==> config.mk <==
export PLATFORM = sky130hd
export DESIGN_NAME = iter_shift_unit
export DESIGN_NICKNAME = d
export VERILOG_FILES = /design/src/rtl/iter_shift_pkg.sv /design/src/rtl/iter_shift_step.sv /design/src/rtl/iter_shift_ctrl.sv /design/src/rtl/iter_shift_unit.sv
export SDC_FILE = /design/constraint.sdc
export NUM_CORES = 1
export LEC_CHECK = 0
export BUFFER_PORTS_ARGS = -buffer_cell sky130_fd_sc_hd__buf_2
export CORE_MARGIN = 1.5
export CORE_UTILIZATION = 57
export CTS_CLUSTER_DIAMETER = 150
export CTS_CLUSTER_SIZE = 25
export DETAILED_ROUTE_END_ITERATION = 8
export PLACE_DENSITY_LB_ADDON = 0.25
export SETUP_SLACK_MARGIN = 0.3
export SYNTH_ARGS = -nofsm -noshare
export SYNTH_HDL_FRONTEND = slang
export SYNTH_SLANG_ARGS = --single-unit
==> constraint.sdc <==
create_clock -name clk_i -period 4.51 [get_ports clk_i]
set_clock_uncertainty 0.05 [all_clocks]
set_input_delay 0.451 -clock clk_i [delete_from_list [all_inputs] [get_ports clk_i]]
set_output_delay 0.451 -clock clk_i [all_outputs]
set_load 0.02 [all_outputs]
==> src/rtl/iter_shift_pkg.sv <==
package iter_shift_pkg;

    // Operation codes seen on op_i
    typedef enum logic [1:0] {
        OP_SHL = 2'b00,
        OP_SAR = 2'b01,
        OP_SHR = 2'b10,
        OP_ROR = 2'b11
    } shift_op_e;

endpackage

==> src/rtl/iter_shift_step.sv <==
// One-bit shift stage: combinational, applied once per clock by the unit.
module iter_shift_step
    import iter_shift_pkg::*;
#(
    parameter int WIDTH = 8
) (
    input  shift_op_e          op_i,
    input  logic [WIDTH-1:0]   din_i,
    output logic [WIDTH-1:0]   dout_o
);

    logic to_left;
    logic top_fill;

    always_comb begin
        to_left = (op_i == OP_SHL);
        unique case (op_i)
            OP_SAR:  top_fill = din_i[WIDTH-1];
            OP_ROR:  top_fill = din_i[0];
            default: top_fill = 1'b0;
        endcase
    end

    for (genvar b = 0; b < WIDTH; b++) begin : g_bit
        logic from_low;
        logic from_high;
        if (b == 0) begin : g_lsb
            assign from_low = 1'b0;
        end else begin : g_lo
            assign from_low = din_i[b-1];
        end
        if (b == WIDTH-1) begin : g_msb
            assign from_high = top_fill;
        end else begin : g_hi
            assign from_high = din_i[b+1];
        end
        assign dout_o[b] = to_left ? from_low : from_high;
    end

endmodule

==> src/rtl/iter_shift_ctrl.sv <==
// Sequencer: fixed-length busy window plus a decrementing amount copy.
module iter_shift_ctrl #(
    parameter int LAT   = 8,
    parameter int AMT_W = 3
) (
    input  logic             clk_i,
    input  logic             rst_i,
    input  logic             start_i,
    input  logic [AMT_W-1:0] amt_i,
    output logic             accept_o,
    output logic             step_o,
    output logic             finish_o
);

    localparam int PH_W = (LAT > 1) ? $clog2(LAT) : 1;
    localparam logic [PH_W-1:0] PH_LAST = PH_W'(LAT - 1);

    typedef struct packed {
        logic             busy;
        logic [PH_W-1:0]  phase;
        logic [AMT_W-1:0] left;
    } ctrl_t;

    ctrl_t st_d, st_q;

    always_comb begin
        finish_o = st_q.busy && (st_q.phase == PH_LAST);
        accept_o = start_i && (!st_q.busy || finish_o);
        step_o   = st_q.busy && (st_q.left != '0);

        st_d = st_q;
        if (st_q.busy) begin
            st_d.phase = st_q.phase + 1'b1;
            if (step_o) begin
                st_d.left = st_q.left - 1'b1;
            end
            if (finish_o) begin
                st_d.busy  = 1'b0;
                st_d.phase = '0;
            end
        end
        if (accept_o) begin
            st_d.busy  = 1'b1;
            st_d.phase = '0;
            st_d.left  = amt_i;
        end
    end

    always_ff @(posedge clk_i) begin
        if (rst_i) begin
            st_q <= '0;
        end else begin
            st_q <= st_d;
        end
    end

endmodule

==> src/rtl/iter_shift_unit.sv <==
module iter_shift_unit
    import iter_shift_pkg::*;
#(
    parameter int WIDTH = 8,
    parameter int AMT_W = $clog2(WIDTH),
    parameter int LAT   = WIDTH
) (
    input  logic             clk_i,
    input  logic             rst_i,
    input  logic             start_i,
    input  logic [1:0]       op_i,
    input  logic [AMT_W-1:0] amt_i,
    input  logic [WIDTH-1:0] data_i,
    output logic [WIDTH-1:0] result_o,
    output logic             done_o
);

    typedef struct packed {
        logic [WIDTH-1:0] work;
        shift_op_e        op;
        logic [WIDTH-1:0] result;
        logic             done;
    } dp_t;

    dp_t dp_d, dp_q;

    logic             accept;
    logic             step;
    logic             finish;
    logic [WIDTH-1:0] stepped;

    iter_shift_ctrl #(
        .LAT   (LAT),
        .AMT_W (AMT_W)
    ) i_ctrl (
        .clk_i    (clk_i),
        .rst_i    (rst_i),
        .start_i  (start_i),
        .amt_i    (amt_i),
        .accept_o (accept),
        .step_o   (step),
        .finish_o (finish)
    );

    iter_shift_step #(
        .WIDTH (WIDTH)
    ) i_step (
        .op_i   (dp_q.op),
        .din_i  (dp_q.work),
        .dout_o (stepped)
    );

    always_comb begin
        dp_d      = dp_q;
        dp_d.done = finish;
        if (step) begin
            dp_d.work = stepped;
        end
        if (finish) begin
            dp_d.result = dp_q.work;
        end
        if (accept) begin
            dp_d.work = data_i;
            dp_d.op   = shift_op_e'(op_i);
        end
    end

    always_ff @(posedge clk_i) begin
        if (rst_i) begin
            dp_q <= '0;
        end else begin
            dp_q <= dp_d;
        end
    end

    assign result_o = dp_q.result;
    assign done_o   = dp_q.done;

endmodule

==> results of run 1 <==
[final cells by class]
type / instances / area, sq um
Clock buffer: 3 / 22.5
Fill cell: 187 / 656
Inverter: 5 / 21.3
Tap cell: 27 / 33.8
Timing Repair Buffer: 24 / 120
Sequential cell: 26 / 520
Clock inverter: 1 / 30.0
Multi-Input combinational cell: 105 / 638
[cells in the final DEF (no fill, tap or decap)]
master,count
a211o_1,1
a211oi_1,10
a21o_1,1
a21oi_1,13
a21oi_4,1
a311oi_1,1
and2b_1,3
buf_2,24
bufinv_16,1
clkbuf_4,3
clkinv_1,1
dfxtp_1,26
ha_1,4
inv_1,3
inv_4,1
mux2i_1,2
nand2_1,19
nand2_4,1
nand3_1,9
nand3b_1,1
nor2_1,20
nor2_2,1
nor2b_1,4
nor3_1,1
nor3b_1,3
o2111ai_1,1
o21ai_4,1
o221ai_1,1
o32ai_1,6
xnor2_1,1
[report_power, final]
part / total (uW) / internal (uW) / switching [uW]
Clock: 158 / 89.9 / 68.4
Combinational: 69.4 / 29.1 / 40.3
Sequential: 256 / 242 / 13.8
Total: 484 / 361 / 122
[metrics by stage]
step	instances	util (%)	hold WS, ps	worst slack [ps]	total power, uW
3_5_place_dp	187	65.3	394	2610	330
5_1_grt	191	67.9	314	2400	503
2_1_floorplan	152	-	387	3010	312
4_1_cts	191	67.9	312	2580	485
6_report	191	67.9	307	2560	484
3_3_place_gp	187	65.3	391	2680	326
[worst reg2reg max path, delay by kind of cell, from the launching register on]
family | cells | cell delay [ps]
AOI/OAI and AO/OA | 2 | 800
adders and majority gates | 2 | 530
DFF | 1 | 350
and+or+nand+nor | 1 | 150
[metal layers]
metal | track usage, % | vias to the layer above | share of wire [%]
li1 | - | 551 | -
met1 | 27.0 | 503 | 43
met2 | 41.4 | 28 | 52
met3 | 2.98 | 6 | 3.5
met4 | 8.56 | 0 | 1.5
met5 | 0 | - | 0
[registers in the layout, indices dropped and copies added, names as in the netlist]
signal / cells
dp_q: 10
result_o: 8
i_ctrl.st_q: 7
done_o: 1
[synthesized netlist by cell type]
cell       instances
a211o_1            1
inv_4              1
ha_1               4
a311oi_1           1
nand2_4            1
a21oi_4            1
nor2_1            20
mux2i_1            2
dfxtp_1           26
a21oi_1           13
clkinv_1           1
nor2_2             1
clkbuf_1           4
nor3b_1            3
nand2_1           19
inv_1              3
o221ai_1           1
nand3_1            9
and2b_1            3
o32ai_1            6
nor3_1             1
o2111ai_1          1
o21ai_4            1
buf_4             10
xnor2_1            1
buf_2              2
a21o_1             1
a211oi_1          10
nand3b_1           1
nor2b_1            4
[kinds of logic (layout without fill, tap and decap cells)]
| kind of cell | count (synthesis) | after routing |
|---|---|---|
| AND/OR/NAND/NOR | 62 | 62 |
| XOR/XNOR | 1 | 1 |
| multiplexers | 2 | 2 |
| adder cells (fa/ha/maj) | 4 | 4 |
| flip-flops | 26 | 26 |
| AO/OA/AOI/OAI | 36 | 36 |
| buffers and inverters | 21 | 33 |
[final timing paths]
kind,to,cells past startpoint,start,slack (ps)
min reg2reg,result_o[4],2,result_o[4],410
max reg2reg,dp_q[15],5,i_ctrl.st_q[3],2560
min,dp_q[9],3,op_i[0],310
max,dp_q[15],5,i_ctrl.st_q[3],2560
==> reports/results.txt, run 1 <==
Of all nets on the critical path, the largest fanout is 19. The worst endpoint required time was 4690 ps. Sorting the synthesized cells by area gives the leading types as dfxtp_1 41%, a211oi_1 5.9%, buf_4 5.9%. The first global-routing pass estimated 4.44 mm of wire.

The synthesized-area fraction occupied by xor and xnor cells is 0.684%, and the total CTS buffers is 3. Sequential cells were found to cover 40.7% of the synthesized design area. For the final routed database, the setup TNS stands at 0 ps.

The final hold violation count is 0. The Yosys step of the flow raised 0 warnings. TritonCTS built the clock tree.

Synthesis produced a netlist with a net count of 172. The fraction of the mapped netlist area in compound gates was 20.9%; the pin count of the biggest net entering global routing was 21. The tools report the DRC violation total after the first TritonRoute iteration as 20. The maximum vdd ir drop was 0.267 mV; the via count was 1,088. The via count of the first global-routing pass came out at 1,062.

The run finished with clean final reports. The top cell type's share of synthesized area came out at 40.7%. The synthesized design spends more area on one cell type than any other, namely dfxtp_1.

After layout, the worst path uses 43.3% of the clock period. The clock latency of the later-clocked register in the worst-skew pair was 320 ps. For the aggregate global-route resource usage, the log shows 22.8%. Post-CTS setup buffer count: 0.

25 I/O pins were placed. The logs give 152 for the cell count after synthesis and 30 for the unique cell type count in the Yosys netlist. The cell with the largest stage delay on the worst path is o21ai_4. The total power divided by cell area is 349 nW/um^2. The die is 50.4 um tall. In this design, the largest share of critical-path delay is due to compound AO/OA/AOI/OAI gates.

Measured against its own limit, the worst slew margin works out to 63.4%. Based on the critical path, the design can be clocked at up to 512 MHz. Across the run, the number of max-cap violations was 0. In the final layout, the share of cells above drive strength 1 is 20.1%.

Dividing the detail-routed wire length by the instance count gives 13.0 um. For this design, the CTS-stage hold fixing added 0 buffers. The tools report the root buffer cell as clkbuf_4. The maximum level of the CTS H-tree came out at 1. The tools report the mapped cell area as 1280 sq um. During placement, the flow inserted port buffers numbering 24. STA classifies the critical path startpoint as a register.

The number of max-slew violations in the final report is 0. The congestion estimate from routability-driven global placement came to 0.853. For the total DRC errors in the routed layout, the log shows 0. Setup repair after global routing left no endpoint under its margin. The floorplan has 16 rows.

The critical path's largest stage delay was 510 ps; the multiplexer share of the synthesized area was 1.56%. For the post-placement cell area, the log shows 1330 sq um. By area, the combinational part of the netlist is dominated by simple AND/OR/NAND/NOR gates. Clock-pin slew was measured on the worst setup and hold paths at 140 ps. The leakage power of the design is 0.000567 uW, and the synthesis-stage register bit count is 26. The run gives 1.85 mm as the estimated wirelength of the detail-placed design.

The initial core utilization was 62.7%; the initial antenna violation count was 0. The worst setup path is of the reg2reg kind. The die covers 2540 sq um. In the routed layout, each cell is associated on average with a via count of 5.70. Counting every sink on the clock net gives 26.

Relative to the synthesized area, the layout overhead comes to 8.31%. The total detailed-routing wirelength was 2.48 mm; the post-synthesis adder-cell area fraction was 3.91%. The detail route stage leaves a number of antenna-violating nets equal to 0. The number of gates resized after CTS was 0. Setup violations remaining at the end of the flow were counted as 0. The first detailed-routing pass ran for 4 iterations. The count of antenna diodes in the layout is 0, and the final instance area is 1390 sq um.

For the core outline area, the log shows 2040 sq um. Data on the critical path arrives at its endpoint at 2140 ps. The tools report the buffer levels on the longest clock path as 2.

The buffering stage count on the worst path with inverters included is 0. From left edge to right edge, the die measures 50.4 um. Synthesized area per cell: 8.42 sq um. The type of the worst min-delay path was in2reg. After the last flow step, the layout net total stands at 185. The critical path goes through ha_1 > ha_1 > o21ai_4 > nand2_4 > o32ai_1. At the pin with the least slew margin, the transition time is 547 ps. Cell repeated most along the worst path: ha_1. The worst setup path is captured at a register. Post-layout minimum cycle time: 1950 ps. The fraction of the mapped netlist area in simple logic gates works out to 22.8%.

The total overflow left after global routing is 0.
(Power assumes the default switching activity.)
==> run 2, diff against run 1 <==
- ABC_AREA: not set -> 1
- CORE_UTILIZATION: 57 -> 49
- clock period: 4.51 -> 1.7 ns (I/O delays scaled with it)
==> reports/results.txt, run 2 <==
The flow ran to the end, and the final reports show no timing, DRC or antenna violations. Most frequent cell after synthesis: nand2_1 (was dfxtp_1). The via count of the first global-routing pass was 1,309 (was 1,062); the number of clock sinks was 26 (unchanged). The initial antenna violation count was 0 (unchanged). The largest area contributor in the synthesized netlist was dfxtp_1 (unchanged).

The root buffer cell was clkbuf_4 (unchanged). The run gives 1,346 (was 1,088) as the via count. For the worst relative slew slack, the log shows 50.3% (was 63.4%). The maximum level of the CTS H-tree was 1 (unchanged); the total DRC errors in the routed layout was 0 (unchanged).

List of cells traversed by the critical path: ha_4 > ha_4 > inv_4 > nand2_8 > nand2_8 > nand2_8 > o21ai_2 > nor2_1 (was ha_1 > ha_1 > o21ai_4 > nand2_4 > o32ai_1). The endpoint of the most critical register-to-register path was dp_q[16] (was dp_q[15]). The remaining number of nets flagged by the antenna check after routing is 0 (unchanged), and the final net count is 247 (was 185).

The maximum vdd ir drop was 0.519 mV (was 0.267 mV); the cell count after synthesis was 197 (was 152). The number of enable flip-flop cells after synthesis was 0 (unchanged); the share of synthesized area occupied by flip-flops and latches was 37.9% (was 40.7%). The clock latency of the later-clocked register in the worst-skew pair was 330 ps (was 320 ps).

The run gives 36 (was 20) as the DRC violation total after the first TritonRoute iteration. The top cell type's share of synthesized area came out at 37.9% (was 40.7%). Type of the worst min-delay path: in2reg (unchanged). TritonCTS built the clock tree. The tools report the leakage power of the design as 0.000820 uW (was 0.000567 uW). The vertical die dimension was 55.9 um (was 50.4 um); the synthesis-stage register bit count was 26 (unchanged).

The peak fanout along the critical path is 9 (was 19), and the via count normalized by instance count is 5.24 (was 5.70). Number of flip-flops in the largest register: 10 (unchanged). The final number of setup-violating endpoints was 0 (unchanged). The maximum clock frequency is 684 MHz (was 512 MHz).

The logs give 22.4% (was 22.8%) for the aggregate global-route resource usage and 0 (unchanged) for the count of antenna diodes in the layout. The run gives 19 (was 30) as the unique cell type count in the Yosys netlist. The clock network fraction of total power was 23.4% (was 32.7%); the number of top-level design ports was 25 (unchanged). The tools report the initial core utilization as 50.6% (was 62.7%).

Final hold violation count: 0 (unchanged). The source of the critical timing path is i_ctrl.st_q[3] (unchanged). The overall die area was 3130 sq um (was 2540 sq um). The tools report the startpoint of the worst-slack reg-to-reg timing path as i_ctrl.st_q[3] (unchanged).

Top cell types by occurrence after synthesis: 46 x nand2_1, 42 x nor2_1, 26 x dfxtp_1 (was 26 x dfxtp_1, 20 x nor2_1, 19 x nand2_1). The cell-internal power was 924 uW (was 361 uW). The residual overflow from global routing was 0 (unchanged); the number of buffers added on ports was 24 (unchanged). The tools report the worst setup slack after layout as 238 ps (was 2560 ps).

The ratio of cells with drive above 1 in the final layout works out to 35.0% (was 20.1%). The total detailed-routing wirelength is 3.34 mm (was 2.48 mm). The post-placement cell area is 1440 sq um (was 1330 sq um). Final instance area: 1760 sq um (was 1390 sq um).

The synthesized area per cell is 6.97 sq um (was 8.42 sq um). The tools report the number of search-and-repair iterations in the first detailed-routing pass as 4 (unchanged). Start-to-end type of the worst setup path: reg2reg (unchanged). The run gives 217 (was 172) as the number of nets in the synthesized netlist. Dominant cells by area after synthesis: dfxtp_1 38%, nand2_1 13%, nor2_1 11% (was dfxtp_1 41%, a211oi_1 5.9%, buf_4 5.9%). The register clock-pin slew on the reported worst setup and hold paths is 150 ps (was 140 ps), and the path depth of the worst reg2reg path is 8 (was 5). The post-synthesis to final-layout area growth was 28.4% (was 8.31%); the pin count of the biggest net entering global routing was 22 (was 21).

The main flop type after synthesis is dfxtp_1 (unchanged). The run gives 1.92 mm (was 1.85 mm) as the estimated wirelength of the detail-placed design. For the final setup TNS, the log shows 0 ps (unchanged). The cell repeated most along the worst path was nand2_8 (was ha_1).

For the final weighted congestion in routability-driven placement, the log shows 0.789 (was 0.853). The most flop-heavy register is dp_q (unchanged). The cell with the largest stage delay on the worst path was dfxtp_4 (was o21ai_4). The critical path arrival was 1660 ps (was 2140 ps). The share of total power consumed by net switching was 33.1% (was 25.3%); the critical path's largest stage delay was 380 ps (was 510 ps).

Setup repair after global routing could not meet its margin everywhere. The count of warnings emitted by yosys came out at 0 (unchanged). Startpoint type of the worst setup path: a register (unchanged).

For the setup slack of the most critical reg-to-reg path, the log shows 240 ps (was 2560 ps). Number of max-slew violations in the final report: 0 (unchanged). The capturing element type of the critical path is a register (unchanged). Commonest cells after routing, fill and taps aside: 38 x nand2_1, 38 x nor2_1, 24 x dfxtp_1, 24 x buf_2, 15 x o21ai_0 (was 26 x dfxtp_1, 24 x buf_2, 20 x nor2_1, 19 x nand2_1, 13 x a21oi_1).

Total CTS buffers: 3 (unchanged). The final worst-path cycle share is 86.0% (was 43.3%). The share of synthesized registers carrying an async set or reset was 0% (unchanged); the routed wirelength normalized by instance count was 13.0 um (about the same). The die boundary width is 55.9 um (was 50.4 um). Row count: 19 (was 16).

The hold path depth is 3 (unchanged). The buffer levels on the longest clock path was 2 (unchanged); the number of maximum-capacitance constraint violations was 0 (unchanged). The post-place setup slack is 172 ps (was 2610 ps). The tools report the worst setup path endpoint as dp_q[16] (was dp_q[15]). The run gives 50.0% (was 53.0%) as the power share of the sequential group. The mapped cell area came out at 1370 sq um (was 1280 sq um).

The core outline area was 2710 sq um (was 2040 sq um); the share of total power in combinational logic was 26.6% (was 14.3%). Post-layout minimum cycle time: 1460 ps (was 1950 ps). Total power divided by cell area: 784 nW/um^2 (was 349 nW/um^2). The worst endpoint required time was 1890 ps (was 4690 ps); the net switching component of the power was 457 uW (was 122 uW).

The global-route wire length before repair was 5.66 mm (was 4.44 mm); the transition time at the pin with the least slew margin was 744 ps (was 547 ps).
## run 2: cell types whose count changed in the layout (fill, tap and decap cells not counted), sizes merged, moves of 4 or more
cell	change
inv	+15
nand2	+33
nor2	+21
nor2b	-4
buf	+10
o32ai	-6
a211oi	-10
o21ai	+23
## run 2: through the flow
step	util, %	std cells	hold WS (ps)	power (uW)
6_report	65.0	257	28.0	1380
5_1_grt	65.0	257	26.1	1460
4_1_cts	61.9	254	16.9	1340
3_5_place_dp	53.2	239	340	949
3_3_place_gp	53.2	239	344	937
2_1_floorplan	-	197	189	898
## run 2: cell type report
type                    count  area, sq um
flip-flops and latches     26          526
fillers                   233          948
repair inverters            2         17.5
multi-input cells         142          850
inverters                  17         81.3
well taps                  31         38.8
repair buffers             35          213
clock buffers               4         36.3
## run 2: worst min path at each step
stage | startpoint | endpoint | slack, ps
after floorplan | rst_i | dp_q[9] | 190
after global placement | rst_i | dp_q[9] | 340
after detailed placement | rst_i | dp_q[9] | 340
after CTS | op_i[0] | dp_q[9] | 20
after global routing | op_i[0] | dp_q[9] | 30
final | op_i[1] | dp_q[10] | 30
## run 2: cells by family (layout without fill, tap and decap cells)
family                     after synthesis  count (layout)  share of synthesized area (%)
adders and majority gates                4               4                           3.65
buffers and inverters                   33              58                           14.4
AOI/OAI and AO/OA                       35              35                           13.6
muxes                                    1               1                          0.729
DFF                                     26              26                           37.9
and+or+nand+nor                         98             102                           29.7
## run 2: critical path: cells and delay by family (launching register included)
kind	cells	cell delay, ps
and+or+nand+nor	4	420
AOI/OAI and AO/OA	1	130
buffers and inverters	1	70
adders and majority gates	2	320
DFF	1	380
## run 2: what timing repair did
| item | in CTS | in global routing |
|---|---|---|
| pin swaps | 9 | 12 |
| hold endpoints to repair | 3 | 0 |
| setup endpoints to repair | 16 | 17 |
| gates resized for setup | 21 | 19 |
| buffers inserted | 5 | 2 |
| gates cloned | 5 | 1 |
| hold buffers | 1 | 0 |
## run 2: power by group through the flow
stage	combinational, uW	clock, uW	sequential (uW)
finish	367	323	690
detailed placement	254	0	695
floorplan	214	0	684
global route	405	355	696
CTS	327	321	688
global placement	244	0	693
## run 2: routing by layer
| layer | track usage, % | vias up | share of wire (%) |
|---|---|---|---|
| li1 | - | 674 | - |
| met1 | 27.4 | 619 | 43 |
| met2 | 40.1 | 45 | 51 |
| met3 | 2.79 | 8 | 4.6 |
| met4 | 8.16 | 0 | 1.4 |
| met5 | 0 | - | 0 |
==> run 3, diff against run 2 <==
- ABC_AREA: 1 -> not set
- CORE_UTILIZATION: 49 -> 48
==> reports/results.txt, run 3 (synthesis results as in run 1) <==
The flow ran to the end, and the final reports show no timing, DRC or antenna violations. The final worst-path cycle share came out at 85.2% (was 86.0%). The worst endpoint required time came out at 1890 ps (about the same). The transition time at the pin with the least slew margin is 396 ps (was 744 ps).

The cts-stage hold buffer count is 0 (was 1), and the overall die area is 2990 sq um (was 3130 sq um). The run gives 1630 ps (was 1660 ps) as the critical path arrival. The number of maximum-capacitance constraint violations was 0 (unchanged); the post-layout minimum cycle time was 1450 ps (was 1460 ps). The row count was 18 (was 19); the total DRC errors in the routed layout was 0 (unchanged).

The share of total power in combinational logic is 24.1% (was 26.6%). Start point of the worst min-delay path: op_i[0] (was op_i[1]). TritonCTS built the clock tree. The clock latency of the later-clocked register in the worst-skew pair came out at 320 ps (was 330 ps). The tools report the leakage power of the design as 0.000668 uW (was 0.000820 uW). The endpoint of the most critical register-to-register path was dp_q[11] (was dp_q[16]). The routed wirelength normalized by instance count was 14.0 um (was 13.0 um); the buffer levels on the longest clock path was 2 (unchanged). The number of fill cells in the layout was 197 (was 233). The tools report the global-route wire length before repair as 4.44 mm (was 5.66 mm).

The tools report the capture endpoint of the worst hold path as dp_q[9] (was dp_q[10]). Initial antenna violation count: 0 (unchanged). Source of the critical timing path: i_ctrl.st_q[3] (unchanged). The number of top-level design ports came out at 25 (unchanged).

The estimated wirelength of the detail-placed design is 1.76 mm (was 1.92 mm). For the number of search-and-repair iterations in the first detailed-routing pass, the log shows 4 (unchanged). The start-to-end type of the worst setup path was reg2reg (unchanged).

The tools report the final instance area as 1720 sq um (was 1760 sq um). Count of antenna diodes in the layout: 0 (unchanged). The tools report the number of clock sinks as 26 (unchanged).

Type of the worst min-delay path: in2reg (unchanged). The maximum level of the CTS H-tree was 1 (unchanged). The worst relative slew slack is 73.4% (was 50.3%), and the vertical die dimension is 54.6 um (was 55.9 um). The final hold violation count was 0 (unchanged). The residual overflow from global routing came out at 0 (unchanged).

Share of total power consumed by net switching: 29.3% (was 33.1%). For the maximum clock frequency, the log shows 691 MHz (was 684 MHz). Capturing element type of the critical path: a register (unchanged). DRC violation total after the first TritonRoute iteration: 30 (was 36). For the maximum vdd ir drop, the log shows 0.452 mV (was 0.519 mV).

The setup slack of the most critical reg-to-reg path was 250 ps (was 240 ps). Leaving out fill and tap cells, the most frequent cell in the layout is buf_2. For the number of max-slew violations in the final report, the log shows 0 (unchanged). The total CTS buffers came out at 3 (unchanged).

The total detailed-routing wirelength was 2.93 mm (was 3.34 mm). Final weighted congestion in routability-driven placement: 0.771 (was 0.789). The peak fanout along the critical path is 8 (was 9). Path depth of the worst reg2reg path: 6 (was 8). The remaining number of nets flagged by the antenna check after routing is 0 (unchanged), and the via count normalized by instance count is 5.49 (was 5.24). The ratio of cells with drive above 1 in the final layout was 40.8% (was 35.0%); the cell-internal power was 929 uW (was 924 uW). The total power divided by cell area is 764 nW/um^2 (was 784 nW/um^2). Setup repair after global routing could not meet its margin everywhere. The number of flip-flops in the largest register was 10 (unchanged). The startpoint of the worst-slack reg-to-reg timing path is i_ctrl.st_q[3] (unchanged). The tools report the via count of the first global-routing pass as 988 (was 1,309). Root buffer cell: clkbuf_4 (unchanged).

The hold path depth came out at 3 (unchanged). The run gives 1,147 (was 1,346) as the via count. The clock network fraction of total power came out at 23.7% (was 23.4%). The die boundary width is 54.6 um (was 55.9 um).

The register clock-pin slew on the reported worst setup and hold paths was 140 ps (was 150 ps). The startpoint type of the worst setup path was a register (unchanged). Commonest cells after routing, fill and taps aside: 24 x buf_2, 22 x dfxtp_1, 19 x nor2_1, 18 x nand2_1, 13 x a21oi_1 (was 38 x nand2_1, 38 x nor2_1, 24 x dfxtp_1, 24 x buf_2, 15 x o21ai_0).

The run gives 52.2% (was 50.0%) as the power share of the sequential group. The overall power consumption is 1310 uW (was 1380 uW), and the post-synthesis to final-layout area growth is 34.4% (was 28.4%). The net switching component of the power was 385 uW (was 457 uW). Core outline area: 2500 sq um (was 2710 sq um). The number of buffers added on ports is 24 (unchanged), and the aggregate global-route resource usage is 20.8% (was 22.4%). The final number of setup-violating endpoints was 0 (unchanged). The pin count of the biggest net entering global routing is 21 (was 22).

The initial core utilization is 51.2% (was 50.6%), and the post-placement cell area is 1470 sq um (was 1440 sq um). The tools report the final setup TNS as 0 ps (unchanged). The most flop-heavy register is dp_q (unchanged). The run gives 200 (was 247) as the final net count.
-- run 3: cell types whose count changed in the layout (fill, tap and decap cells not counted), sizes merged, moves of 3 or more --
cell,before,now
nor2b,0,4
a211oi,0,10
buf,34,38
o21ai,24,1
inv,19,4
and2b,0,3
o32ai,0,6
a21oi,11,14
nor2,42,22
nand2,53,20
nor3b,0,3
-- run 3: what timing repair did --
item                                    in CTS  in global routing
resized for setup                           10                 11
endpoints found under the setup margin      13                 22
buffers inserted                             6                  4
pin swaps                                    2                  4
cloned                                       1                  1
-- run 3: cell type report --
type	count	area [sq um]	area share, %
timing repair buffer	38	265	15.4
inverter	5	21.3	1.24
clock buffer	4	36.3	2.11
multi-input combinational	106	835	48.5
tap	30	37.5	2.18
sequential	26	526	30.5
-- run 3: routing by layer --
| layer | wire, um | vias to the layer above | global-route usage (%) |
|---|---|---|---|
| met5 | 0 | - | 0 |
| met2 | 1440 | 32 | 33.3 |
| met1 | 1320 | 531 | 27.9 |
| li1 | - | 580 | - |
| met4 | 27 | 0 | 7.50 |
| met3 | 142 | 4 | 3.28 |
-- run 3: power groups by stage --
stage               combinational [uW]  sequential (uW)  clock, uW
detailed placement                 232              691          0
global placement                   226              689          0
global route                       343              689        365
CTS                                262              681        326
finish                             317              685        312
floorplan                          188              679          0
-- run 3: critical path, cell delays in order, from the launching register on --
cell and delay, ps:
dfxtp_2 360, ha_4 160, ha_4 160, o21ai_4 170, buf_12 160, nor2_1 40, a311oi_1 250
-- run 3: worst max path at each step --
stage	to	cells past startpoint	slack, ps
floorplan	dp_q[18]	6	290
global placement	dp_q[12]	6	200
detailed placement	dp_q[15]	6	160
CTS	dp_q[15]	6	290
global route	dp_q[11]	6	180
finish	dp_q[11]	6	250
-- run 3: per-stage QoR --
| stage | std cells | util (%) | setup slack (ps) | hold slack [ps] |
|---|---|---|---|---|
| after CTS | 204 | 64.4 | 291 | 13.8 |
| final | 209 | 68.8 | 252 | 18.8 |
| after floorplan | 152 | - | 287 | 241 |
| after global placement | 193 | 58.6 | 200 | 352 |
| after global routing | 209 | 68.8 | 181 | 13.3 |
| after detailed placement | 193 | 58.6 | 162 | 357 |
